--- src/rtl/spr_pkg.sv ---
// Package: shared selector type for the special-register access unit.
// Assumes: one selector value per implemented register number.
package spr_pkg;
    typedef enum logic [3:0] {
        SEL_NONE,
        SEL_NPC,
        SEL_STATUS,
        SEL_COREID,
        SEL_NCORES,
        SEL_ACC_LO,
        SEL_ACC_HI,
        SEL_PWR,
        SEL_MASK,
        SEL_PEND
    } spr_sel_e;
endpackage

--- src/rtl/spr_addr_decode.sv ---
// Module: spr_addr_decode
// Maps a register number (group << GRP_SHIFT plus index) to a selector.
// Assumes: numbers outside the implemented set map to SEL_NONE.
module spr_addr_decode
    import spr_pkg::*;
#(
    parameter int ADDR_W    = 16,
    parameter int GRP_SHIFT = 11
) (
    input  logic [ADDR_W-1:0] addr,
    output spr_sel_e          sel
);
    function automatic logic [ADDR_W-1:0] num(input int grp, input int idx);
        return ADDR_W'((grp << GRP_SHIFT) + idx);
    endfunction

    localparam logic [ADDR_W-1:0] N_NPC    = num(0, 16);
    localparam logic [ADDR_W-1:0] N_STATUS = num(0, 17);
    localparam logic [ADDR_W-1:0] N_COREID = num(0, 128);
    localparam logic [ADDR_W-1:0] N_NCORES = num(0, 129);
    localparam logic [ADDR_W-1:0] N_ACC_LO = num(5, 1);
    localparam logic [ADDR_W-1:0] N_ACC_HI = num(5, 2);
    localparam logic [ADDR_W-1:0] N_PWR    = num(8, 0);
    localparam logic [ADDR_W-1:0] N_MASK   = num(9, 0);
    localparam logic [ADDR_W-1:0] N_PEND   = num(9, 2);

    // Compare the number against each implemented register.
    always_comb begin
        case (addr)
            N_NPC:    sel = SEL_NPC;
            N_STATUS: sel = SEL_STATUS;
            N_COREID: sel = SEL_COREID;
            N_NCORES: sel = SEL_NCORES;
            N_ACC_LO: sel = SEL_ACC_LO;
            N_ACC_HI: sel = SEL_ACC_HI;
            N_PWR:    sel = SEL_PWR;
            N_MASK:   sel = SEL_MASK;
            N_PEND:   sel = SEL_PEND;
            default:  sel = SEL_NONE;
        endcase
    end
endmodule

--- src/rtl/spr_state_regs.sv ---
// Module: spr_state_regs
// Holds the writable registers and applies each register's write rule.
// Assumes: wr_en is already qualified by the request strobe.
module spr_state_regs
    import spr_pkg::*;
#(
    parameter int DATA_W = 32
) (
    input  logic                clk,
    input  logic                rst_n,
    input  logic                wr_en,
    input  spr_sel_e            wr_sel,
    input  logic [DATA_W-1:0]   wr_data,
    input  logic [DATA_W-1:0]   irq_raise,
    output logic [DATA_W-1:0]   status_q,
    output logic [DATA_W-1:0]   mask_q,
    output logic [DATA_W-1:0]   pend_q,
    output logic [2*DATA_W-1:0] acc_q,
    output logic [DATA_W-1:0]   pwr_q
);
    logic [DATA_W-1:0] pend_clr;

    // Pending clear vector: the written ones, only for a pending write.
    assign pend_clr = (wr_en && wr_sel == SEL_PEND) ? wr_data : '0;

    // Status and power registers: plain replace.
    always_ff @(posedge clk) begin
        if (!rst_n) begin
            status_q <= '0;
            pwr_q    <= '0;
        end else if (wr_en) begin
            if (wr_sel == SEL_STATUS) status_q <= wr_data;
            if (wr_sel == SEL_PWR)    pwr_q    <= wr_data;
        end
    end

    // Interrupt mask: bits can only be added.
    always_ff @(posedge clk) begin
        if (!rst_n)                           mask_q <= '0;
        else if (wr_en && wr_sel == SEL_MASK) mask_q <= mask_q | wr_data;
    end

    // Interrupt pending: write-one-to-clear, hardware raise wins.
    always_ff @(posedge clk) begin
        if (!rst_n) pend_q <= '0;
        else        pend_q <= (pend_q & ~pend_clr) | irq_raise;
    end

    // Accumulator: each write deposits one 32-bit half.
    always_ff @(posedge clk) begin
        if (!rst_n) acc_q <= '0;
        else if (wr_en) begin
            if (wr_sel == SEL_ACC_LO) acc_q[DATA_W-1:0]        <= wr_data;
            if (wr_sel == SEL_ACC_HI) acc_q[2*DATA_W-1:DATA_W] <= wr_data;
        end
    end

    // no mask bit ever falls outside reset.
    a_r2_mask_monotonic: assert property (@(posedge clk) disable iff (!rst_n)
        (($past(mask_q) & ~mask_q) == '0));

    // bits written as one are clear unless raised in the same cycle.
    a_r3_pend_cleared: assert property (@(posedge clk) disable iff (!rst_n)
        $past(wr_en && wr_sel == SEL_PEND) |->
        ((pend_q & $past(wr_data) & ~$past(irq_raise)) == '0));

    // a low-half write keeps the high half.
    a_r4_hi_kept: assert property (@(posedge clk) disable iff (!rst_n)
        $past(wr_en && wr_sel == SEL_ACC_LO) |->
        (acc_q[2*DATA_W-1:DATA_W] == $past(acc_q[2*DATA_W-1:DATA_W])));

    // a high-half write keeps the low half.
    a_r4_lo_kept: assert property (@(posedge clk) disable iff (!rst_n)
        $past(wr_en && wr_sel == SEL_ACC_HI) |->
        (acc_q[DATA_W-1:0] == $past(acc_q[DATA_W-1:0])));
endmodule

--- src/rtl/spr_side_effects.sv ---
// Module: spr_side_effects
// Turns writes into registered one-cycle action pulses.
// Assumes: status_q is the value held before the current write.
module spr_side_effects
    import spr_pkg::*;
#(
    parameter int                 DATA_W      = 32,
    parameter int                 PC_STEP     = 4,
    parameter logic [DATA_W-1:0]  STATUS_WATCH = 32'h0000_0061,
    parameter logic [DATA_W-1:0]  PWR_HALT     = 32'h0000_0030
) (
    input  logic              clk,
    input  logic              rst_n,
    input  logic              wr_en,
    input  spr_sel_e          wr_sel,
    input  logic [DATA_W-1:0] wr_data,
    input  logic [DATA_W-1:0] status_q,
    input  logic [DATA_W-1:0] cur_pc,
    output logic              tlb_flush,
    output logic              pc_redirect,
    output logic              dslot_kill,
    output logic [DATA_W-1:0] redirect_pc,
    output logic              halt_req,
    output logic [DATA_W-1:0] halt_pc
);
    logic flush_hit, redir_hit, halt_hit;

    // Trigger conditions for each action.
    always_comb begin
        flush_hit = wr_en && wr_sel == SEL_STATUS &&
                    (((status_q ^ wr_data) & STATUS_WATCH) != '0);
        redir_hit = wr_en && wr_sel == SEL_NPC && (wr_data != cur_pc);
        halt_hit  = wr_en && wr_sel == SEL_PWR && ((wr_data & PWR_HALT) != '0);
    end

    // Register the pulses and their attached addresses.
    always_ff @(posedge clk) begin
        if (!rst_n) begin
            tlb_flush   <= 1'b0;
            pc_redirect <= 1'b0;
            dslot_kill  <= 1'b0;
            halt_req    <= 1'b0;
            redirect_pc <= '0;
            halt_pc     <= '0;
        end else begin
            tlb_flush   <= flush_hit;
            pc_redirect <= redir_hit;
            dslot_kill  <= redir_hit;
            halt_req    <= halt_hit;
            if (redir_hit) redirect_pc <= wr_data;
            if (halt_hit)  halt_pc     <= cur_pc + DATA_W'(PC_STEP);
        end
    end

    // a flush only follows a status write.
    a_r7_flush_cause: assert property (@(posedge clk) disable iff (!rst_n)
        tlb_flush |-> $past(wr_en && wr_sel == SEL_STATUS));

    // a redirect target never equals the PC it replaced.
    a_r8_redirect_differs: assert property (@(posedge clk) disable iff (!rst_n)
        pc_redirect |-> (redirect_pc != $past(cur_pc)));

    // the halt resume address is the old PC plus one step.
    a_r9_halt_pc: assert property (@(posedge clk) disable iff (!rst_n)
        halt_req |-> (halt_pc == $past(cur_pc) + DATA_W'(PC_STEP)));

    // any action pulse follows a write in the previous cycle.
    a_r10_pulse_after_write: assert property (@(posedge clk) disable iff (!rst_n)
        (tlb_flush || pc_redirect || halt_req) |-> $past(wr_en));
endmodule

--- src/rtl/spr_access_unit.sv ---
// Module: spr_access_unit (top)
// Decodes register writes and reads, stores state, raises action pulses.
// Assumes: one write and one read per cycle; reads see committed state.
module spr_access_unit
    import spr_pkg::*;
#(
    parameter int                DATA_W       = 32,
    parameter int                ADDR_W       = 16,
    parameter int                GRP_SHIFT    = 11,
    parameter int                PC_STEP      = 4,
    parameter logic [DATA_W-1:0] STATUS_WATCH = 32'h0000_0061,
    parameter logic [DATA_W-1:0] PWR_HALT     = 32'h0000_0030
) (
    input  logic              clk,
    input  logic              rst_n,
    input  logic              wr_valid,
    input  logic [ADDR_W-1:0] wr_addr,
    input  logic [DATA_W-1:0] wr_data,
    input  logic              rd_valid,
    input  logic [ADDR_W-1:0] rd_addr,
    input  logic [DATA_W-1:0] rd_fallback,
    output logic [DATA_W-1:0] rd_data,
    input  logic [DATA_W-1:0] cur_pc,
    input  logic [DATA_W-1:0] irq_raise,
    output logic              tlb_flush,
    output logic              pc_redirect,
    output logic              dslot_kill,
    output logic [DATA_W-1:0] redirect_pc,
    output logic              halt_req,
    output logic [DATA_W-1:0] halt_pc,
    output logic [DATA_W-1:0] irq_mask,
    output logic [DATA_W-1:0] irq_pend
);
    localparam logic [DATA_W-1:0] CORE_ID    = '0;
    localparam logic [DATA_W-1:0] CORE_COUNT = DATA_W'(1);

    spr_sel_e            wsel, rsel;
    logic [DATA_W-1:0]   status_q, pwr_q;
    logic [2*DATA_W-1:0] acc_q;

    spr_addr_decode #(.ADDR_W(ADDR_W), .GRP_SHIFT(GRP_SHIFT)) u_wdec (
        .addr(wr_addr), .sel(wsel));

    spr_addr_decode #(.ADDR_W(ADDR_W), .GRP_SHIFT(GRP_SHIFT)) u_rdec (
        .addr(rd_addr), .sel(rsel));

    spr_state_regs #(.DATA_W(DATA_W)) u_regs (
        .clk(clk), .rst_n(rst_n), .wr_en(wr_valid), .wr_sel(wsel),
        .wr_data(wr_data), .irq_raise(irq_raise), .status_q(status_q),
        .mask_q(irq_mask), .pend_q(irq_pend), .acc_q(acc_q), .pwr_q(pwr_q));

    spr_side_effects #(
        .DATA_W(DATA_W), .PC_STEP(PC_STEP),
        .STATUS_WATCH(STATUS_WATCH), .PWR_HALT(PWR_HALT)
    ) u_fx (
        .clk(clk), .rst_n(rst_n), .wr_en(wr_valid), .wr_sel(wsel),
        .wr_data(wr_data), .status_q(status_q), .cur_pc(cur_pc),
        .tlb_flush(tlb_flush), .pc_redirect(pc_redirect),
        .dslot_kill(dslot_kill), .redirect_pc(redirect_pc),
        .halt_req(halt_req), .halt_pc(halt_pc));

    // Read multiplexer with fallback for idle or unmapped reads.
    always_comb begin
        rd_data = rd_fallback;
        if (rd_valid) begin
            case (rsel)
                SEL_NPC:    rd_data = cur_pc;
                SEL_STATUS: rd_data = status_q;
                SEL_COREID: rd_data = CORE_ID;
                SEL_NCORES: rd_data = CORE_COUNT;
                SEL_ACC_LO: rd_data = acc_q[DATA_W-1:0];
                SEL_ACC_HI: rd_data = acc_q[2*DATA_W-1:DATA_W];
                SEL_PWR:    rd_data = pwr_q;
                SEL_MASK:   rd_data = irq_mask;
                SEL_PEND:   rd_data = irq_pend;
                default:    rd_data = rd_fallback;
            endcase
        end
    end

    // an idle read port always returns the fallback.
    a_r6_idle_fallback: assert property (@(posedge clk) disable iff (!rst_n)
        !rd_valid |-> (rd_data == rd_fallback));

    // the delay-slot clear travels with every redirect.
    a_r8_kill_pairs: assert property (@(posedge clk) disable iff (!rst_n)
        pc_redirect == dslot_kill);
endmodule

--- config.mk ---
export PLATFORM = sky130hd
export DESIGN_NAME = spr_access_unit
export DESIGN_NICKNAME = d
export VERILOG_FILES = /design/src/rtl/spr_pkg.sv /design/src/rtl/spr_addr_decode.sv /design/src/rtl/spr_state_regs.sv /design/src/rtl/spr_side_effects.sv /design/src/rtl/spr_access_unit.sv
export SDC_FILE = /design/constraint.sdc
export NUM_CORES = 1
export LEC_CHECK = 0
export BUFFER_PORTS_ARGS = -buffer_cell sky130_fd_sc_hd__buf_2
export CAP_MARGIN = 10
export CORE_MARGIN = 3
export CORE_UTILIZATION = 37
export CTS_CLUSTER_SIZE = 20
export DETAILED_ROUTE_END_ITERATION = 8
export SYNTH_ARGS = -nofsm -noshare
export SYNTH_HDL_FRONTEND = slang
export SYNTH_SLANG_ARGS = --single-unit
--- constraint.sdc ---
create_clock -name clk -period 2.8 [get_ports clk]
set_clock_uncertainty 0.05 [all_clocks]
set_input_delay 0.28 -clock clk [delete_from_list [all_inputs] [get_ports clk]]
set_output_delay 0.28 -clock clk [all_outputs]
set_load 0.005 [all_outputs]
Word level (Yosys, flattened, before mapping)
Cells that the tools add are included.

storage, ports and cells
  output and inout bits = 164
  bits in latches = 0
  bits in read-only memories = 0
  logic and storage cells = 71
  register bits = 259
  memories = 0
  memory bits (writable) = 0
  bits of input ports = 164

cells by class
  order comparisons = 0
  $add $sub $neg = 1
  eq/ne operators = 35
  $mul = 0
  mux-type cells = 5
  reductions and logical operators = 14
  shift-type cells = 0
  div/mod/pow operators = 0
  bitwise logic cells = 5

operators with widths
  operator                                                            count
  32-bit one-hot mux with 9 select lines                              1
  16-bit by 15-bit == test with 1-bit output (second input constant)  6
  4-bit one-hot mux with 9 select lines                               2
  16-bit by 14-bit == test with 1-bit output (second input constant)  4
  16-bit by 5-bit == test with 1-bit output (second input constant)   4
  16-bit by 8-bit == test with 1-bit output (second input constant)   4
  32-bit two-way mux                                                  2
  32-bit OR                                                           2
  32-bit nonzero test                                                 2
  32-bit by 3-bit adder with 32-bit output (second input constant)    1
  32-bit bitwise AND                                                  1
  32-bit != test                                                      1
  32-bit inverter                                                     1
  4-bit by 3-bit == test with 1-bit output (second input constant)    7
  4-bit == test (second input constant)                               4
  4-bit by 2-bit == test with 1-bit output (second input constant)    3
  4-bit by 1-bit == test with 1-bit output (second input constant)    2
  1-bit logical AND                                                   8
  2-bit AND reduction                                                 4
  7-bit XOR                                                           1

Longest topological paths before layout
Gate-level depths: netlist of the first run.

  depth in word-level cells = 8
  depth in mapped cells = 9
  gate-level depth less buffers = 6

Modules after synthesis
From an unflattened synthesis of the first run, not the netlist that was laid out.

unflattened totals
  cells, all modules = 1,433
  area total of the unflattened synthesis = 12,871.1 sq um

modules (own cells, without submodules)
  module            cells each  area each (sq um)  times used
  spr_state_regs    702         7,060.5            1
  spr_side_effects  393         3,349.5            1
  spr_access_unit   282         2,010.7            1
  spr_addr_decode   28          225.2              2

Worst setup path before layout of the first run
OpenSTA, ideal clock, no wires.

  kind = input port to flip-flop
  start point = in wr_addr[4]
  end point = reg u_fx.redirect_pc[10]
  path slack = 459 ps
  required time = 2,630 ps
  arrival = 2,172 ps
  stages = 9
  library setup time = 120 ps
  cell sequence = buf_2 -> nor4b_2 -> nand3_1 -> o22ai_1 -> nor2_2 -> or4_1 -> buf_2 -> buf_6 -> mux2i_1

between the ends
  word-level cells in the longest chain between the ends = 5
  elaborated cells on any way between the ends = 13
  classes of those cells = eq/ne: 10; mux: 1; reduce/logical: 2

RTL lines
  item                                                                      line                    RTL
  from (decl)                                                               spr_access_unit.sv:17   input logic [ADDR_W-1:0] wr_addr,
  16-bit by 15-bit == test with 1-bit output, or another cell as far along  spr_addr_decode.sv:29   case (addr)
  4-bit one-hot mux with 9 select lines *                                   spr_addr_decode.sv:29
  4-bit by 1-bit == test with 1-bit output *                                spr_side_effects.sv:32  redir_hit = wr_en && wr_sel == SEL_NPC && (wr_data != cur_pc);
  1-bit logical AND * (2 in a row)                                          spr_side_effects.sv:32
  to (signal assigned)                                                      spr_side_effects.sv:50  if (redir_hit) redirect_pc <= wr_data;
  to (decl)                                                                 spr_side_effects.sv:22  output logic [DATA_W-1:0] redirect_pc,

Every way passes the cells marked *; elsewhere a longest branch is shown, timed or not.
A chain may end at the register's enable or synchronous reset.

Worst setup path after layout of the first run
  start point = in rd_addr[9]
  end point = out rd_data[11]

between the ends
  word-level cells in the longest chain between the ends = 5
  elaborated cells on any way between the ends = 21
  classes of those cells = eq/ne: 18; mux: 3

RTL lines
  item                                                                      line                   RTL
  from (decl)                                                               spr_access_unit.sv:20  input logic [ADDR_W-1:0] rd_addr,
  16-bit by 15-bit == test with 1-bit output, or another cell as far along  spr_addr_decode.sv:29
  4-bit one-hot mux with 9 select lines *                                   spr_addr_decode.sv:29
  4-bit == test, or another cell as far along                               spr_access_unit.sv:66  case (rsel)
  32-bit one-hot mux with 9 select lines *                                  spr_access_unit.sv:66
  32-bit two-way mux *                                                      spr_access_unit.sv:65  if (rd_valid) begin
  to (decl)                                                                 spr_access_unit.sv:22  output logic [DATA_W-1:0] rd_data,

Marks and branches as above.

==> load_flow_metrics.sql, run 1 <==
INSERT INTO impl_metrics (metric_group, metric, value, unit) VALUES
('outcome', 'run_status', 'complete, no violations', ''),
('logic_synthesis', 'synth.cell_area', '0.0121', 'mm²'),
('route', 'route.antenna.remaining_nets', '0', ''),
('clocking', 'htree_levels', '1', ''),
('clocking', 'worst_setup_hold_path_clk_slew', '60', 'ps'),
('critical_path', 'max_fo_critical_path', '38', ''),
('placement', 'io_buffers', '327', ''),
('sta', 'report.final.slew_viol_count', '0', ''),
('logic_synthesis', 'postSynthCellCount', '1461', ''),
('sta', 'holdWs', '23.6', 'ps'),
('global_routing', 'use_met1', '0.361', ''),
('global_routing', 'initial_antenna_violation_count', '1', ''),
('global_routing', 'grt_first_pass_wirelength', '72.1', 'mm'),
('clocking', 'clk_latency', '560', 'ps'),
('clocking', 'post_cts_buffers', '0', ''),
('min_path', 'hp-class', 'in -> reg', ''),
('logic_synthesis', 'synth-main-ff-cell', 'dfxtp_1', ''),
('route', 'post-route-drc-count', '0', ''),
('route', 'dr.pass1.iters', '6', ''),
('critical_path', 'slack_of_the_worst_reg_to_reg_path', '1440', 'ps'),
('clocking', 'number_of_clock_buffers_inserted_by_tritoncts', '30', ''),
('clocking', 'clock_tree.root_cell', 'clkbuf_16', ''),
('logic_synthesis', 'synth-warning-count', '0', ''),
('route', 'drt-initial-drc-count', '1114', ''),
('route', 'wirelength', '47.4', 'mm'),
('sta', 'slew_worst_pin', '1030', 'ps'),
('critical_path', 'critical_path_arrival', '2360', 'ps'),
('sta', 'achievable-frequency', '0.371', 'GHz'),
('route', 'routed_via_count', '12555', ''),
('sta', 'fin_setup_tns', '0', 'ps'),
('logic_synthesis', 'synth_cell_types', '55', ''),
('sta', 'worst_slew_margin_rel', '0.316', ''),
('clocking', 'cts_tree', 'done', ''),
('placement', 'dp.final_hpwl', '33.4', 'mm'),
('global_routing', 'groute.usage.overall', '0.260', ''),
('cells_and_area', 'leading_cell_type_in_the_layout_fill_and_taps_excluded', 'buf_2', ''),
('logic_synthesis', 'synth.ff_latch_count', '259', ''),
('sta', 'count_of_endpoints_failing_setup_in_the_final_report', '0', ''),
('logic_synthesis', 'synthesis.nets', '1626', ''),
('cells_and_area', 'fill_cells', '3110', ''),
('floorplanning', 'rows', '65', ''),
('placement', 'finalWeightedCongestion', '0.914', ''),
('pwr', 'pwr-share-comb', '0.092', ''),
('pwr', 'power.share.switching', '0.246', ''),
('global_routing', 'via_count_of_the_first_global_routing_pass', '12143', ''),
('route', 'wl_per_cell', '20.7', 'µm'),
('global_routing', 'grt_max_usage_layer', 'met2', ''),
('run', 'maxCapViolations', '0', ''),
('global_routing', 'grt_start_max_net_pins', '225', ''),
('critical_path', 'crit_type', 'in -> out', ''),
('critical_path', 'endpoint_kind', 'output pin', ''),
('pwr', 'seqPwrFrac', '0.447', ''),
('cells_and_area', 'layout_common_cells', 'buf_2 (326), nand2_1 (310), dfxtp_1 (259)', ''),
('sta', 'final.period_utilization', '0.962', ''),
('clocking', 'cts_buffer_depth', '3', ''),
('sta', 'min_period', '2690', 'ps'),
('route', 'via_count_normalized_by_instance_count', '5.49', ''),
('pwr', 'p_leak', '6.56', 'nW'),
('critical_path', 'cp_data_required_time', '2470', 'ps'),
('global_routing', 'use_met3', '0.0648', ''),
('pwr', 'clock_power_share', '0.462', ''),
('cells_and_area', 'final_nets', '1995', ''),
('pwr', 'internal_power', '6.32', 'mW'),
('pwr', 'switching_power', '2.07', 'mW'),
('pwr', 'power.ir.vdd_worst', '0.000469', 'V'),
('logic_synthesis', 'synth-seq-area-share', '0.429', ''),
('logic_synthesis', 'syn_avg_cell_area', '8.26', 'µm²'),
('sta', 'report.final.hold_viol_count', '0', ''),
('floorplanning', 'chipWidth', '187', 'µm'),
('floorplanning', 'ios', '328', ''),
('cells_and_area', 'number_of_diodes', '0', ''),
('logic_synthesis', 'post_synth_edffs', '0', ''),
('critical_path', 'type_of_element_launching_the_critical_path', 'primary input', ''),
('global_routing', 'globalRoute.totalOverflow', '0', ''),
('sta', 'rsz_0062_raised_after_global_routing', 'yes', ''),
('floorplanning', 'initial_utilization', '0.379', ''),
('clocking', 'cts.sinks', '259', ''),
('floorplanning', 'design.die.area', '0.0348', 'mm²'),
('logic_synthesis', 'postSynth.asyncResetShare', '0', ''),
('global_routing', 'global_route_track_usage_on_met2', '0.408', ''),
('floorplanning', 'overall_die_height', '187', 'µm'),
('cells_and_area', 'final_layout_size_suffix_gt1_frac', '0.252', ''),
('pwr', 'power.density', '517', 'mW/mm²'),
('floorplanning', 'core_region_area', '0.0319', 'mm²'),
('cells_and_area', 'area_growth_syn_to_layout', '34.2', '%');
-- area by class of cell --
class                   instances  area (µm²)  share of cell area
clock inverters                10         128             0.00787
repair buffers                454        2940               0.181
inverters                      41         155             0.00957
flip-flops and latches        259        5180               0.320
multi-input cells            1044        6410               0.396
well taps                     435         544              0.0336
clock buffers                  44         843              0.0520
-- power by group through the flow --
stage | sequential, mW | clock (mW) | combinational [mW]
5_1_grt | 3.75 | 4.08 | 0.833
3_3_place_gp | 3.83 | 0 | 0.678
2_1_floorplan | 3.82 | 0 | 0.280
6_report | 3.75 | 3.87 | 0.768
4_1_cts | 3.75 | 3.93 | 0.761
3_5_place_dp | 3.83 | 0 | 0.683
-- cell usage after synthesis, drive strengths merged (5+ instances only) --
cell type  number  share of area
nand2         310          0.096
nand2b          5         0.0026
a21o           32          0.020
inv            41          0.013
nor2           48          0.015
dfxtp         259           0.43
nor3           23         0.0099
xnor2          50          0.036
xor2           16          0.012
nand3          43          0.018
nand4          21          0.011
buf            18         0.0096
nor4           23          0.014
clkbuf         99          0.031
o21ai          69          0.029
a31oi          64          0.033
nor4b           6         0.0061
a222oi         32          0.027
a21oi          99          0.041
mux2i          97          0.080
a22oi          62          0.039
-- logic make-up (layout without fill, tap and decap cells) --
kind of cell | Yosys count | count (layout) | synth area share
buffers and inverters | 158 | 549 | 0.0532
XOR/XNOR | 66 | 66 | 0.0479
multiplexers | 97 | 97 | 0.0804
flip-flops | 259 | 259 | 0.429
AO/OA/AOI/OAI | 370 | 370 | 0.196
adder cells (fa/ha/maj) | 1 | 1 | 0.00104
AND/OR/NAND/NOR | 510 | 510 | 0.192
-- what timing repair did --
item	CTS	global route
cloned	0	0
endpoints found under the hold margin	66	0
resized for setup	1	13
setup endpoints to repair	2	32
hold buffers	66	0
pin swaps	0	1
-- flip-flops by register name, indices dropped and copies added, names as in the netlist --
register / count
u_regs.status_q: 32
u_fx.tlb_flush: 1
u_regs.pwr_q: 32
u_regs.pend_q: 32
u_fx.halt_req: 1
u_regs.mask_q: 32
u_fx.halt_pc: 32
u_fx.pc_redirect: 1
u_fx.redirect_pc: 32
u_regs.acc_q: 64
-- worst max-delay path, cell delays in order --
cell,delay (ps)
buf_2,120
or4b_4,580
nand4b_1,330
a21oi_2,260
o31ai_4,110
buf_12,190
a31oi_1,250
a21o_1,110
buf_2,100
-- per-layer routing --
metal / share of wire / vias up / routed length (µm)
li1: - / 5954 / -
met1: 0.44 / 5906 / 20900
met2: 0.44 / 606 / 20600
met3: 0.096 / 87 / 4530
met4: 0.026 / 2 / 1250
met5: 0.00027 / - / 13
-- final timing paths --
| path | cells after the start | end | start |
|---|---|---|---|
| worst min-delay path | 3 | u_regs.pend_q[8]$_SDFF_PN0_ | wr_data[8] |
| worst max register to register | 3 | u_regs.pend_q[24]$_SDFF_PN0_ | u_regs.pend_q[24]$_SDFF_PN0_ |
| worst min register to register | 2 | u_regs.status_q[12]$_SDFFE_PN0P_ | u_regs.status_q[12]$_SDFFE_PN0P_ |
| worst max-delay path | 9 | rd_data[11] | rd_addr[9] |
-- stage by stage --
stage	setup slack (ps)	util	power (mW)	instances	cell area (µm²)
after global routing	-3.92	0.508	8.66	2287	16200
after floorplan	459	-	4.10	1461	12100
final	108	0.508	8.38	2287	16200
after CTS	26.5	0.506	8.44	2287	16100
after global placement	5.90	0.455	4.50	2167	14500
after detailed placement	-17.1	0.455	4.51	2167	14500
(Power assumes the default switching activity.)
==> run 2, diff against run 1 <==
--- a/config.mk
+++ b/config.mk
@@ -11,6 +11,7 @@
 export CORE_UTILIZATION = 37
 export CTS_CLUSTER_SIZE = 20
 export DETAILED_ROUTE_END_ITERATION = 8
+export REMOVE_ABC_BUFFERS = 1
 export SYNTH_ARGS = -nofsm -noshare
 export SYNTH_HDL_FRONTEND = slang
 export SYNTH_SLANG_ARGS = --single-unit
==> load_flow_metrics.sql, run 2 (synthesis results as in run 1) <==
INSERT INTO impl_metrics (metric_group, metric, value, unit) VALUES
('cells_and_area', 'area_of_all_placed_cells_without_fillers', '0.0163', 'mm²'),
('placement', 'dpl_worst_slack', '92.5', 'ps'),
('global_routing', 'via_count_of_the_first_global_routing_pass', '11943', ''),
('min_path', 'worst_hold_startpoint', 'wr_data[19]', ''),
('cells_and_area', 'leading_cell_type_in_the_layout_fill_and_taps_excluded', 'buf_2', ''),
('route', 'drt-initial-drc-count', '1090', ''),
('clocking', 'number_of_clock_buffers_inserted_by_tritoncts', '29', ''),
('critical_path', 'critical_path_arrival', '2350', 'ps'),
('global_routing', 'globalRoute.totalOverflow', '0', ''),
('cells_and_area', 'final_layout_size_suffix_gt1_frac', '0.245', ''),
('pwr', 'power.share.switching', '0.238', ''),
('critical_path', 'worst_r2r_endpoint', 'u_regs.pend_q[24]$_SDFF_PN0_', ''),
('floorplanning', 'overall_die_height', '187', 'µm'),
('floorplanning', 'core_region_area', '0.0319', 'mm²'),
('sta', 'min_period', '2680', 'ps'),
('critical_path', 'type_of_element_launching_the_critical_path', 'primary input', ''),
('global_routing', 'grt_start_max_net_pins', '159', ''),
('critical_path', 'max_fo_critical_path', '12', ''),
('pwr', 'internal_power', '6.31', 'mW'),
('placement', 'postPlaceCellArea', '0.0145', 'mm²'),
('sta', 'rsz_0062_raised_after_global_routing', 'no', ''),
('route', 'routed_via_count', '12492', ''),
('cells_and_area', 'final_nets', '2010', ''),
('min_path', 'hold_end', 'u_regs.status_q[19]$_SDFFE_PN0P_', ''),
('floorplanning', 'ios', '328', ''),
('route', 'via_count_normalized_by_instance_count', '5.43', ''),
('clocking', 'htree_levels', '1', ''),
('clocking', 'post_cts_buffers', '0', ''),
('clocking', 'cts_tree', 'done', ''),
('clocking', 'clk_latency', '530', 'ps'),
('pwr', 'switching_power', '1.97', 'mW'),
('sta', 'achievable-frequency', '0.373', 'GHz'),
('sta', 'report.final.hold_viol_count', '0', ''),
('route', 'dr.pass1.iters', '7', ''),
('route', 'post-route-drc-count', '0', ''),
('clocking', 'worst_setup_hold_path_clk_slew', '60', 'ps'),
('sta', 'worst_slew_margin_rel', '0.482', ''),
('global_routing', 'initial_antenna_violation_count', '8', ''),
('cells_and_area', 'layout.core_utilization', '0.511', ''),
('floorplanning', 'design.die.area', '0.0348', 'mm²'),
('global_routing', 'grt_first_pass_wirelength', '69.6', 'mm'),
('run', 'maxCapViolations', '0', ''),
('outcome', 'run_status', 'complete, no violations', ''),
('route', 'wirelength', '45.4', 'mm'),
('sta', 'report.final.slew_viol_count', '0', ''),
('floorplanning', 'rows', '65', ''),
('clocking', 'clock_tree.root_cell', 'clkbuf_16', ''),
('critical_path', 'slack_of_the_worst_reg_to_reg_path', '1460', 'ps'),
('placement', 'dp.final_hpwl', '32.1', 'mm'),
('critical_path', 'crit_type', 'in -> out', ''),
('route', 'wl_per_cell', '19.7', 'µm'),
('sta', 'holdWs', '24.7', 'ps'),
('cells_and_area', 'number_of_flip_flops_in_the_largest_register', '64', ''),
('pwr', 'seqPwrFrac', '0.452', ''),
('clocking', 'cts.sinks', '259', ''),
('floorplanning', 'initial_utilization', '0.379', ''),
('min_path', 'hp-class', 'in -> reg', ''),
('floorplanning', 'chipWidth', '187', 'µm'),
('min_path', 'timing.hold.worst_path_depth', '3', ''),
('placement', 'finalWeightedCongestion', '0.835', ''),
('sta', 'count_of_endpoints_failing_setup_in_the_final_report', '0', ''),
('cells_and_area', 'layout_common_cells', 'buf_2 (326), nand2_1 (310), dfxtp_1 (259)', ''),
('pwr', 'pwr-share-comb', '0.089', ''),
('placement', 'io_buffers', '327', ''),
('pwr', 'power.ir.vdd_worst', '0.000374', 'V'),
('global_routing', 'groute.usage.overall', '0.247', ''),
('route', 'route.antenna.remaining_nets', '0', ''),
('critical_path', 'r2r.worst_path.cells', '3', ''),
('cells_and_area', 'area_growth_syn_to_layout', '34.9', '%'),
('sta', 'worst_slack', '118', 'ps'),
('sta', 'final.period_utilization', '0.958', ''),
('sta', 'fin_setup_tns', '0', 'ps'),
('pwr', 'clock_power_share', '0.459', ''),
('cells_and_area', 'max_flop_register', 'u_regs.acc_q', ''),
('pwr', 'p_leak', '6.63', 'nW'),
('sta', 'slew_worst_pin', '777', 'ps'),
('clocking', 'cts_buffer_depth', '3', ''),
('pwr', 'power.density', '509', 'mW/mm²'),
('critical_path', 'cp_data_required_time', '2470', 'ps'),
('critical_path', 'endpoint_kind', 'output pin', ''),
('critical_path', 'timing.rr.start', 'u_regs.pend_q[24]$_SDFF_PN0_', '');
-- run 2: changes by cell type in the layout (fill, tap and decap cells not counted), moves of 2 or more --
cell           previous run  this run
clkinv_4                  0         2
bufinv_16                 2         4
a31oi_1                  56        64
dlygate4sd3_1            66        81
a31oi_2                   7         0
clkbuf_8                  4         0
clkbuf_1                 10         7
diode_2                   0         3
buf_12                   14        17
-- run 2: worst max path at each step --
stage | startpoint | end | slack [ps] | depth (start not counted)
2_1_floorplan | rd_addr[9] | rd_data[0] | -2460 | 5
3_3_place_gp | rd_addr[9] | rd_data[28] | 110 | 10
3_5_place_dp | rd_addr[9] | rd_data[19] | 90 | 9
4_1_cts | rd_addr[9] | rd_data[19] | 70 | 9
5_1_grt | rd_addr[9] | rd_data[12] | 30 | 9
6_report | rd_addr[9] | rd_data[28] | 120 | 10
-- run 2: critical path, cell delays in order --
cell and delay [ps]:
buf_2 120, or4b_4 580, nand4b_1 260, buf_4 200, nor2_4 110, buf_4 240, a22oi_1 100, a31oi_1 260
a21o_1 110, buf_2 100
-- run 2: layout make-up --
cell class | instances | area (µm²)
fill | 3059 | 15600
multi-input combinational | 1044 | 6340
sequential | 259 | 5180
timing repair buffer | 470 | 3130
clock buffer | 36 | 752
tap | 435 | 544
clock inverter | 12 | 168
inverter | 41 | 155
antenna | 3 | 7.51
-- run 2: power by group through the flow --
stage | Sequential [mW] | Combinational (mW) | Clock, mW
after floorplan | 3.82 | 0.216 | 0
after global placement | 3.83 | 0.631 | 0
after detailed placement | 3.83 | 0.639 | 0
after CTS | 3.75 | 0.735 | 3.88
after global routing | 3.75 | 0.808 | 4.05
final | 3.75 | 0.739 | 3.80
-- run 2: layer usage --
metal / GRT usage / routed length (µm) / share of wire
met4: 0.0628 / 966 / 0.021
met1: 0.326 / 19700 / 0.43
met3: 0.0528 / 3730 / 0.082
met5: 0 / 56 / 0.0012
met2: 0.412 / 21000 / 0.46
-- run 2: repair_timing --
action                                 in CTS  in global routing
endpoints found under the hold margin      76                  0
setup endpoints to repair                   0                 17
gates resized for setup                     0                  2
hold buffers                               81                  0
-- run 2: per-stage QoR --
step	instances	total power, mW
6_report	2300	8.28
5_1_grt	2298	8.61
4_1_cts	2297	8.36
3_5_place_dp	2168	4.47
3_3_place_gp	2168	4.46
2_1_floorplan	1344	4.04
